<file path="config.mk">
export PLATFORM = sky130hd
export DESIGN_NAME = ccx_channel
export DESIGN_NICKNAME = d
export VERILOG_FILES = /design/src/rtl/ccx_pkg.sv /design/src/rtl/ccx_cfg_regs.sv /design/src/rtl/ccx_compare.sv /design/src/rtl/ccx_trig_pipe.sv /design/src/rtl/ccx_channel.sv
export SDC_FILE = /design/constraint.sdc
export NUM_CORES = 1
export LEC_CHECK = 0
export BUFFER_PORTS_ARGS = -buffer_cell sky130_fd_sc_hd__buf_4
export CAP_MARGIN = 10
export CORE_UTILIZATION = 60
export CTS_BUF_LIST = sky130_fd_sc_hd__clkbuf_2
export DETAILED_ROUTE_END_ITERATION = 16
export GPL_ROUTABILITY_DRIVEN = 0
export MAX_ROUTING_LAYER = met4
export PLACE_DENSITY = 0.95
export SETUP_SLACK_MARGIN = 0.2
export SLEW_MARGIN = 20
export SYNTH_ARGS = -nofsm -noshare
export SYNTH_HDL_FRONTEND = slang
export SYNTH_SLANG_ARGS = --single-unit
</file>
<file path="constraint.sdc">
create_clock -name clk -period 4.5 [get_ports clk]
set_clock_uncertainty 0.15 [all_clocks]
set_input_delay 0.45 -clock clk [delete_from_list [all_inputs] [get_ports clk]]
set_output_delay 0.45 -clock clk [all_outputs]
set_load 0.01 [all_outputs]
</file>
<file path="src/rtl/ccx_pkg.sv">
package ccx_pkg;

  localparam int ADDR_W = 2;
  localparam int CFG_W  = 6;

  localparam logic [ADDR_W-1:0] ADDR_CTRL = 2'd0;
  localparam logic [ADDR_W-1:0] ADDR_MODE = 2'd1;
  localparam logic [ADDR_W-1:0] ADDR_CMP  = 2'd2;

  // control word bit positions
  localparam int CTL_EN  = 0;
  localparam int CTL_OPM = 1;
  localparam int CTL_ITS = 2;

  // mode word bit positions
  localparam int MD_DIR_LSB = 0;
  localparam int MD_FAST    = 2;
  localparam int MD_PRE     = 3;
  localparam int MD_OM_LSB  = 4;

  localparam logic [1:0] DIR_OUT = 2'b00;
  localparam logic [1:0] DIR_TRC = 2'b11;

  typedef enum logic [1:0] {
    OM_LOW  = 2'b00,
    OM_HIGH = 2'b01,
    OM_PWM1 = 2'b10,
    OM_PWM2 = 2'b11
  } out_mode_e;

  typedef struct packed {
    logic int_trig;
    logic one_pulse;
    logic chan_en;
  } ctrl_t;

  typedef struct packed {
    out_mode_e  omode;
    logic       preload;
    logic       fast;
    logic [1:0] dir;
  } mode_t;

endpackage

</file>
<file path="src/rtl/ccx_cfg_regs.sv">
module ccx_cfg_regs
  import ccx_pkg::*;
(
  input  logic              clk,
  input  logic              rst_n,
  input  logic              wr_en_i,
  input  logic [ADDR_W-1:0] wr_addr_i,
  input  logic [CFG_W-1:0]  wr_data_i,
  output ctrl_t             ctrl_o,
  output mode_t             mode_o
);

  ctrl_t ctrl_q, ctrl_d;
  mode_t mode_q, mode_d;
  logic  ctrl_we, mode_we;

  always_comb begin
    ctrl_we = wr_en_i && (wr_addr_i == ADDR_CTRL);
    mode_we = wr_en_i && (wr_addr_i == ADDR_MODE);

    ctrl_d           = ctrl_q;
    ctrl_d.chan_en   = wr_data_i[CTL_EN];
    ctrl_d.one_pulse = wr_data_i[CTL_OPM];
    ctrl_d.int_trig  = wr_data_i[CTL_ITS];

    mode_d         = mode_q;
    mode_d.omode   = out_mode_e'(wr_data_i[MD_OM_LSB +: 2]);
    mode_d.preload = wr_data_i[MD_PRE];
    mode_d.fast    = wr_data_i[MD_FAST];
    // direction field is frozen while the channel runs
    if (!ctrl_q.chan_en) begin
      mode_d.dir = wr_data_i[MD_DIR_LSB +: 2];
    end
  end

  always_ff @(posedge clk or negedge rst_n) begin
    if (!rst_n) begin
      ctrl_q <= '0;
      mode_q <= '0;
    end else begin
      if (ctrl_we) ctrl_q <= ctrl_d;
      if (mode_we) mode_q <= mode_d;
    end
  end

  assign ctrl_o = ctrl_q;
  assign mode_o = mode_q;

endmodule

</file>
<file path="src/rtl/ccx_compare.sv">
module ccx_compare #(
  parameter int DW = 16
) (
  input  logic          clk,
  input  logic          rst_n,
  input  logic          wr_i,
  input  logic [DW-1:0] wr_data_i,
  input  logic          preload_i,
  input  logic          upd_i,
  output logic [DW-1:0] active_o,
  output logic [DW-1:0] rd_o
);

  logic [DW-1:0] shadow_q, shadow_d;
  logic [DW-1:0] active_q, active_d;

  always_comb begin
    shadow_d = shadow_q;
    active_d = active_q;
    if (wr_i) shadow_d = wr_data_i;
    if (preload_i) begin
      if (upd_i) active_d = shadow_q;
    end else if (wr_i) begin
      active_d = wr_data_i;
    end
  end

  always_ff @(posedge clk or negedge rst_n) begin
    if (!rst_n) begin
      shadow_q <= '0;
      active_q <= '0;
    end else begin
      shadow_q <= shadow_d;
      active_q <= active_d;
    end
  end

  assign active_o = active_q;
  assign rd_o     = preload_i ? shadow_q : active_q;

endmodule

</file>
<file path="src/rtl/ccx_trig_pipe.sv">
module ccx_trig_pipe #(
  parameter int SYNC_STAGES = 2,
  parameter int FAST_LAT    = 3,
  parameter int NORM_LAT    = 5
) (
  input  logic clk,
  input  logic rst_n,
  input  logic trig_i,
  output logic fast_hit_o,
  output logic evt_o
);

  // the output flop of the channel supplies the last fast stage
  localparam int FAST_PAD = FAST_LAT - SYNC_STAGES - 1;
  localparam int NORM_PAD = NORM_LAT - SYNC_STAGES;

  logic [SYNC_STAGES-1:0] sync_q;
  logic                   prev_q;
  logic                   edge_w;
  logic [NORM_PAD-1:0]    dly_q;

  always_ff @(posedge clk or negedge rst_n) begin
    if (!rst_n) begin
      sync_q <= '0;
      prev_q <= 1'b0;
      dly_q  <= '0;
    end else begin
      sync_q <= {sync_q[SYNC_STAGES-2:0], trig_i};
      prev_q <= sync_q[SYNC_STAGES-1];
      dly_q[0] <= edge_w;
      for (int i = 1; i < NORM_PAD; i++) begin
        dly_q[i] <= dly_q[i-1];
      end
    end
  end

  assign edge_w = sync_q[SYNC_STAGES-1] & ~prev_q;
  assign evt_o  = dly_q[NORM_PAD-1];

  generate
    if (FAST_PAD == 0) begin : g_fast_direct
      assign fast_hit_o = edge_w;
    end else begin : g_fast_tap
      assign fast_hit_o = dly_q[FAST_PAD-1];
    end
  endgenerate

endmodule

</file>
<file path="src/rtl/ccx_channel.sv">
module ccx_channel
  import ccx_pkg::*;
#(
  parameter int CW = 16
) (
  input  logic              clk,
  input  logic              rst_n,
  input  logic [CW-1:0]     cnt_i,
  input  logic              upd_i,
  input  logic              trig_i,
  input  logic              wr_en_i,
  input  logic [ADDR_W-1:0] wr_addr_i,
  input  logic [CW-1:0]     wr_data_i,
  output logic              oc_o,
  output logic              trig_evt_o,
  output logic [1:0]        route_o,
  output logic              cfg_bad_o,
  output logic [CW-1:0]     cmp_rd_o
);

  ctrl_t         ctrl;
  mode_t         mode;
  logic [CW-1:0] active_cmp;
  logic          fast_hit;
  logic          chan_en, chan_ok, pwm_sel, fast_en, preload_en;
  logic          below, level, oc_d, oc_q;

  ccx_cfg_regs i_cfg (
    .clk       (clk),
    .rst_n     (rst_n),
    .wr_en_i   (wr_en_i),
    .wr_addr_i (wr_addr_i),
    .wr_data_i (wr_data_i[CFG_W-1:0]),
    .ctrl_o    (ctrl),
    .mode_o    (mode)
  );

  ccx_compare #(.DW(CW)) i_cmp (
    .clk       (clk),
    .rst_n     (rst_n),
    .wr_i      (wr_en_i && (wr_addr_i == ADDR_CMP)),
    .wr_data_i (wr_data_i),
    .preload_i (preload_en),
    .upd_i     (upd_i),
    .active_o  (active_cmp),
    .rd_o      (cmp_rd_o)
  );

  ccx_trig_pipe #(.SYNC_STAGES(2), .FAST_LAT(3), .NORM_LAT(5)) i_trg (
    .clk        (clk),
    .rst_n      (rst_n),
    .trig_i     (trig_i),
    .fast_hit_o (fast_hit),
    .evt_o      (trig_evt_o)
  );

  assign chan_en    = ctrl.chan_en;
  assign chan_ok    = chan_en && (mode.dir == DIR_OUT);
  assign pwm_sel    = (mode.omode == OM_PWM1) || (mode.omode == OM_PWM2);
  assign fast_en    = mode.fast;
  assign preload_en = mode.preload;

  always_comb begin
    below = (cnt_i < active_cmp);
    case (mode.omode)
      OM_LOW:  level = 1'b0;
      OM_HIGH: level = 1'b1;
      OM_PWM1: level = below;
      default: level = ~below;
    endcase
    oc_d = chan_ok && ((fast_hit && fast_en && pwm_sel) || level);
  end

  always_ff @(posedge clk or negedge rst_n) begin
    if (!rst_n) oc_q <= 1'b0;
    else        oc_q <= oc_d;
  end

  assign oc_o      = oc_q;
  assign route_o   = mode.dir;
  assign cfg_bad_o = (chan_en && pwm_sel && !preload_en && !ctrl.one_pulse) ||
                     ((mode.dir == DIR_TRC) && !ctrl.int_trig);

endmodule

</file>
# Word-level counts from Yosys, hierarchy flattened
# Index checks and enable logic that the tools add are counted.
[word_totals]
register_bits = 48
latch_bits = 0
mem_bits_rw = 0
mem_bits_ro = 0
memories = 0
[op_classes]
add_sub_neg = 0
mul = 0
div_mod_pow = 0
order_cmp = 1
n_eq_ne = 7
n_shift = 0
mux = 5
bitwise = 4
n_reduce_logical = 23
[ops]
columns = ["cell", "count"]
rows = [
  ["$mux W16", 4],
  ["$lt A16 B16 Y1", 1],
  ["$logic_and A1 B1 Y1", 11],
  ["$eq A2 B2 Y1 const B", 4],
  ["$logic_not A2 Y1", 3],
  ["$eq A2 B1 Y1 const B", 2],
  ["$reduce_and A2 Y1", 2],
  ["$logic_not A1 Y1", 3],
  ["$logic_or A1 B1 Y1", 3],
  ["$not A1 Y1", 3],
  ["$pmux W1 S3", 1],
  ["$ne A2 B2 Y1 const B", 1],
  ["$reduce_bool A2 Y1", 1],
  ["$and A1 B1 Y1", 1],
]

# Longest topological paths before layout
[logic_depth]
ltp_word = 6
ltp_mapped = 7
depth_no_buf = 7

# Modules after synthesis
# Synthesis repeated with hierarchy kept, for this count alone.
[unflattened]
hier_cells = 220
area_unflattened_um2 = 2885.3
[modules_own_cells]
columns = ["mod", "n_inst", "cells_each", "area_each_um2", "seq_area_each_um2"]
rows = [
  ["ccx_compare", 1, 122, 1868.0, 800.8],
  ["ccx_channel", 1, 70, 494.2, 25.0],
  ["ccx_cfg_regs", 1, 21, 359.1, 225.2],
  ["ccx_trig_pipe", 1, 7, 163.9, 150.1],
]

# Least setup slack after synthesis
# OpenSTA, ideal clock, no wires.
[synth_timing]
path_type = "input-to-reg"
startpoint = "in cnt_i[15]"
endpoint = "reg oc_q (netlist: oc_o)"
setup_ns = 0.130
t_arrival_ns = 1.633
setup_slack_ns = 2.588
cell_stages = 6
path_buffers = 0
cell_sequence = "ha_1 nand4_1 or3_1 a221oi_2 a21boi_0 nor2b_1"
[synth_between]
elab_chain_len = 5
[synth_rtl]
columns = ["element", "line", "source"]
rows = [
  ["from (decl)", "ccx_channel.sv:8", "input logic [CW-1:0] cnt_i,"],
  ["$lt A16 B16 Y1 *", "ccx_channel.sv:64", "below = (cnt_i < active_cmp);"],
  ["$not A1 Y1", "ccx_channel.sv:69", "default: level = ~below;"],
  ["$pmux W1 S3 *", "ccx_channel.sv:65", "case (mode.omode)"],
  ["$logic_or A1 B1 Y1 *", "ccx_channel.sv:71", "oc_d = chan_ok && ((fast_hit && fast_en && pwm_sel) || level);"],
  ["$logic_and A1 B1 Y1 *", "ccx_channel.sv:71", ""],
  ["via oc_d", "ccx_channel.sv:26", "logic below, level, oc_d, oc_q;"],
  ["to (signal assigned)", "ccx_channel.sv:75", "if (!rst_n) oc_q <= 1'b0;"],
  ["to (signal assigned)", "ccx_channel.sv:76", "else oc_q <= oc_d;"],
  ["to (decl)", "ccx_channel.sv:26", ""],
]
# Mark *: on every way through the listed nets, which the timed path passes. The rest lies on a longest branch.
# A chain may end at the register's enable or synchronous reset.

# Worst setup path after layout
[layout_timing]
startpoint = "reg i_cfg.mode_q, in the netlist i_cfg.mode_o[3]"
endpoint = "out cfg_bad_o"
[layout_between]
elab_chain_len = 4
[layout_rtl]
columns = ["element", "line", "source"]
rows = [
  ["from (decl)", "ccx_cfg_regs.sv:14", "mode_t mode_q, mode_d;"],
  ["from (signal assigned)", "ccx_cfg_regs.sv:42", "if (mode_we) mode_q <= mode_d;"],
  ["$logic_not A1 Y1", "ccx_channel.sv:81", "assign cfg_bad_o = (chan_en && pwm_sel && !preload_en && !ctrl.one_pulse) ||"],
  ["$logic_and A1 B1 Y1 (2 in series)", "ccx_channel.sv:81", ""],
  ["$logic_or A1 B1 Y1", "ccx_channel.sv:81", ""],
  ["to (decl)", "ccx_channel.sv:17", "output logic cfg_bad_o,"],
]
# Every way passes these cells.

==> impl_metrics.yaml <==
layout:
  finalNetCount: 348
  ff_latch_area_um2: 1200
  final_layout_size_suffix_gt1_frac: 0.325
  multi_input_area_um2: 1180
  diodes: 0
  syn_to_final_growth_pct: 20.7
  fillers: 273
synthesis:
  yosys.area_share.adder: 0.0752
  synth_cell_type_count: 31
  syn_nets: 292
  synth_top_family_by_area: "multiplexers"
  syn_area_per_cell_um2: 10.5
  ys_seq_elements: 48
  synthMuxAreaShare: 0.177
  synth.cell_area_um2: 2500
  synth_warnings: 0
  synthSimpleGateAreaFrac: 0.104
  ys_seq_area_frac: 0.481
  synth_compound_gate_area_share: 0.113
  netlist_instances: 238
  yosys.area_share.xor_xnor: 0
pwr:
  switchingPower_mw: 0.472
  switching_share: 0.366
  p_seq_frac: 0.485
  p_per_area_nw_per_um2: 428
  p_int_mw: 0.817
  leakage_nw: 1.46
  fin_total_pwr_mw: 1.29
  clock_power_share: 0.135
  p_comb_frac: 0.379
  ir_worst_vdd_mv: 0.374
route:
  drtIter0Drc: 108
  wl_per_cell_um: 15.0
  route.detailed.drc: 0
  ant_nets: 0
  num_vias: 1925
  drt-total-wl_um: 5170
  dr.pass1.iters: 5
  via_per_inst: 5.58
sta:
  rsz0062_at_grt: "no"
  fmax_ghz: 0.387
  min_period_ns: 2.58
  final_hold_viol_count: 0
  setup_tns_ns: 0
  maxSlewViolCount: 0
  finalSetupViolCount: 0
  slew_headroom: 0.362
  worst_pin_slew_ns: 0.957
  fin_crit_sh: 0.574
floorplan:
  core-area_um2: 4000
  die_h_um: 66.5
  num_rows: 23
  initial_core_util: 0.624
  io_pins: 60
  dieWidth_um: 66.5
  die_area_um2: 4420
global_routing:
  grt_antenna_before_repair: 0
  grt_max_degree: 53
  grt_pass1_vias: 1823
  grt_remaining_overflow: 0
  grt_pass1_wl_um: 8010
  grt_util_all_layers: 0.255
cts:
  post_cts_buffers: 0
  cts_inserted_buffers: 5
  cts_tree: "done"
  path_clk_slew_ns: 0.24
  clock_sinks: 48
  clk_latency_ns: 0.44
  htreeDepth: 2
  cts_root_buffer: "clkbuf_2"
  post_cts_resized: 0
  clock_path_buffers: 2
critical_path:
  crit_path_start: "i_cfg.mode_o[3]$_DFFE_PN0P_"
  worst_setup_path_end_kind: "output port"
  critical_path_class: "flop to output port"
  cp_max_fo: 52
  cp_slowest_cell: "dfrtp_2"
  crit_arrival_ns: 1.98
  cp_data_required_time_ns: 3.90
  r2r-start: "i_cfg.mode_o[3]$_DFFE_PN0P_"
  max_stage_delay_ns: 1.06
  crit_chain: "nand4bb_1, o21ai_0, buf_4"
  cp-start-kind: "flop"
outcome:
  status: "complete, no violations"
placed_design:
  io_buffer_count: 59
  dp_hpwl_um: 3830
min_path:
  min_path_type: "primary input to flop"
  hp-start: "wr_data_i[7]"
job:
  maxCapViolCount: 0
## sequential cells by signal, indices dropped and copies added (netlist names)
| register | cells |
|---|---|
| i_cmp.active_o | 16 |
| i_cmp.shadow_q | 16 |
| i_cfg.mode_o | 6 |
| i_cfg.ctrl_o | 3 |
| i_trg.dly_q | 3 |
| i_trg.sync_q | 2 |
| i_trg.prev_q | 1 |
| oc_o | 1 |
## routing by layer
metal,global-route usage,part of all wire,vias up
li1,-,-,937
met1,0.302,0.41,931
met2,0.434,0.53,47
met3,0.0479,0.039,10
met4,0.0931,0.015,0
met5,-,0,-
## per-stage QoR
stage	hold slack (ns)	area, um2	setup slack, ns	utilization	cells
global route	0.0662	3020	1.80	0.754	345
global placement	0.183	2950	2.12	0.737	335
CTS	0.0793	3010	1.83	0.752	345
floorplan	0.00441	2500	2.59	-	238
detailed placement	0.187	2950	1.85	0.737	335
finish	0.0878	3020	1.92	0.754	345
## final timing paths
path / to / slack (ns) / cells past startpoint
min: i_cmp.shadow_q[7]$_DFFE_PN0P_ / 0.09 / 2
min reg2reg: i_trg.dly_q[2]$_DFF_PN0_ / 0.23 / 0
min in group asynchronous: i_trg.dly_q[1]$_DFF_PN0_ / 0.36 / 2
max reg2reg: i_cmp.active_o[13]$_DFFE_PN0P_ / 2.10 / 3
max: cfg_bad_o / 1.92 / 3
max in group asynchronous: i_cmp.shadow_q[13]$_DFFE_PN0P_ / 3.43 / 2
## worst max-delay path, delay by kind of cell (launching register included)
family / cells / cell delay, ns
AOI/OAI and AO/OA: 1 / 0.10
buffers and inverters: 1 / 0.15
DFF: 1 / 1.06
and+or+nand+nor: 1 / 0.23
## Yosys cell counts
cell type	count	area [um2]
dfrtp_1	48	1200
o21ai_0	37	185
nand2_1	35	131
mux2_2	25	282
inv_1	17	63.8
mux2i_1	16	160
ha_1	15	188
a21oi_1	6	30.0
buf_2	6	30.0
nand4_1	4	25.0
nor2_1	4	15.0
clkbuf_1	3	11.3
nor2b_1	3	18.8
buf_4	2	15.0
a2111o_1	1	11.3
a211oi_1	1	7.51
a21boi_0	1	7.51
a221oi_2	1	15.0
a31o_2	1	8.76
and4b_1	1	10.0
clkbuf_2	1	5.00
nand2b_1	1	6.26
nand3_1	1	5.00
nand3b_1	1	7.51
nand3b_2	1	11.3
nand4bb_1	1	11.3
nor3_1	1	5.00
nor3b_1	1	7.51
o21a_1	1	7.51
o41ai_1	1	8.76
or3_1	1	6.26
## placed cells by master, fill, tap and decap left out, drive strengths merged
cell / instances
a2111o: 1
a211oi: 1
a21boi: 1
a21oi: 6
a221oi: 1
a31o: 1
and4b: 1
buf: 59
clkbuf: 6
clkinv: 1
clkinvlp: 1
dfrtp: 48
dlygate4sd3: 2
ha: 15
inv: 17
mux2: 25
mux2i: 16
nand2: 35
nand2b: 1
nand3: 1
nand3b: 2
nand4: 4
nand4bb: 1
nor2: 4
nor2b: 3
nor3: 1
nor3b: 1
o21a: 1
o21ai: 37
o41ai: 1
or3: 1
## power groups by stage
stage	clock (mW)	combinational, mW	sequential (mW)
after floorplan	0	0.329	0.586
after global placement	0	0.458	0.622
after detailed placement	0	0.487	0.633
after CTS	0.175	0.491	0.623
after global routing	0.188	0.544	0.641
final	0.174	0.489	0.626
## what timing repair did
item                                    CTS  global route
hold buffers                              2             0
hold endpoints to repair                 49             0
endpoints found under the setup margin    0             0
## cell families after synthesis
logic type               after synthesis
AND/OR/NAND/NOR                       55
AO/OA/AOI/OAI                         50
flip-flops                            48
multiplexers                          41
buffers and inverters                 29
adder cells (fa/ha/maj)               15
## layout make-up
| class | instances | area share |
|---|---|---|
| multi-input cells | 161 | 0.392 |
| well taps | 50 | 0.0207 |
| inverters | 17 | 0.0212 |
| repair buffers | 61 | 0.154 |
| flip-flops and latches | 48 | 0.399 |
| clock inverters | 2 | 0.00373 |
| clock buffers | 6 | 0.00996 |
Power figures use the tool's default switching activity.
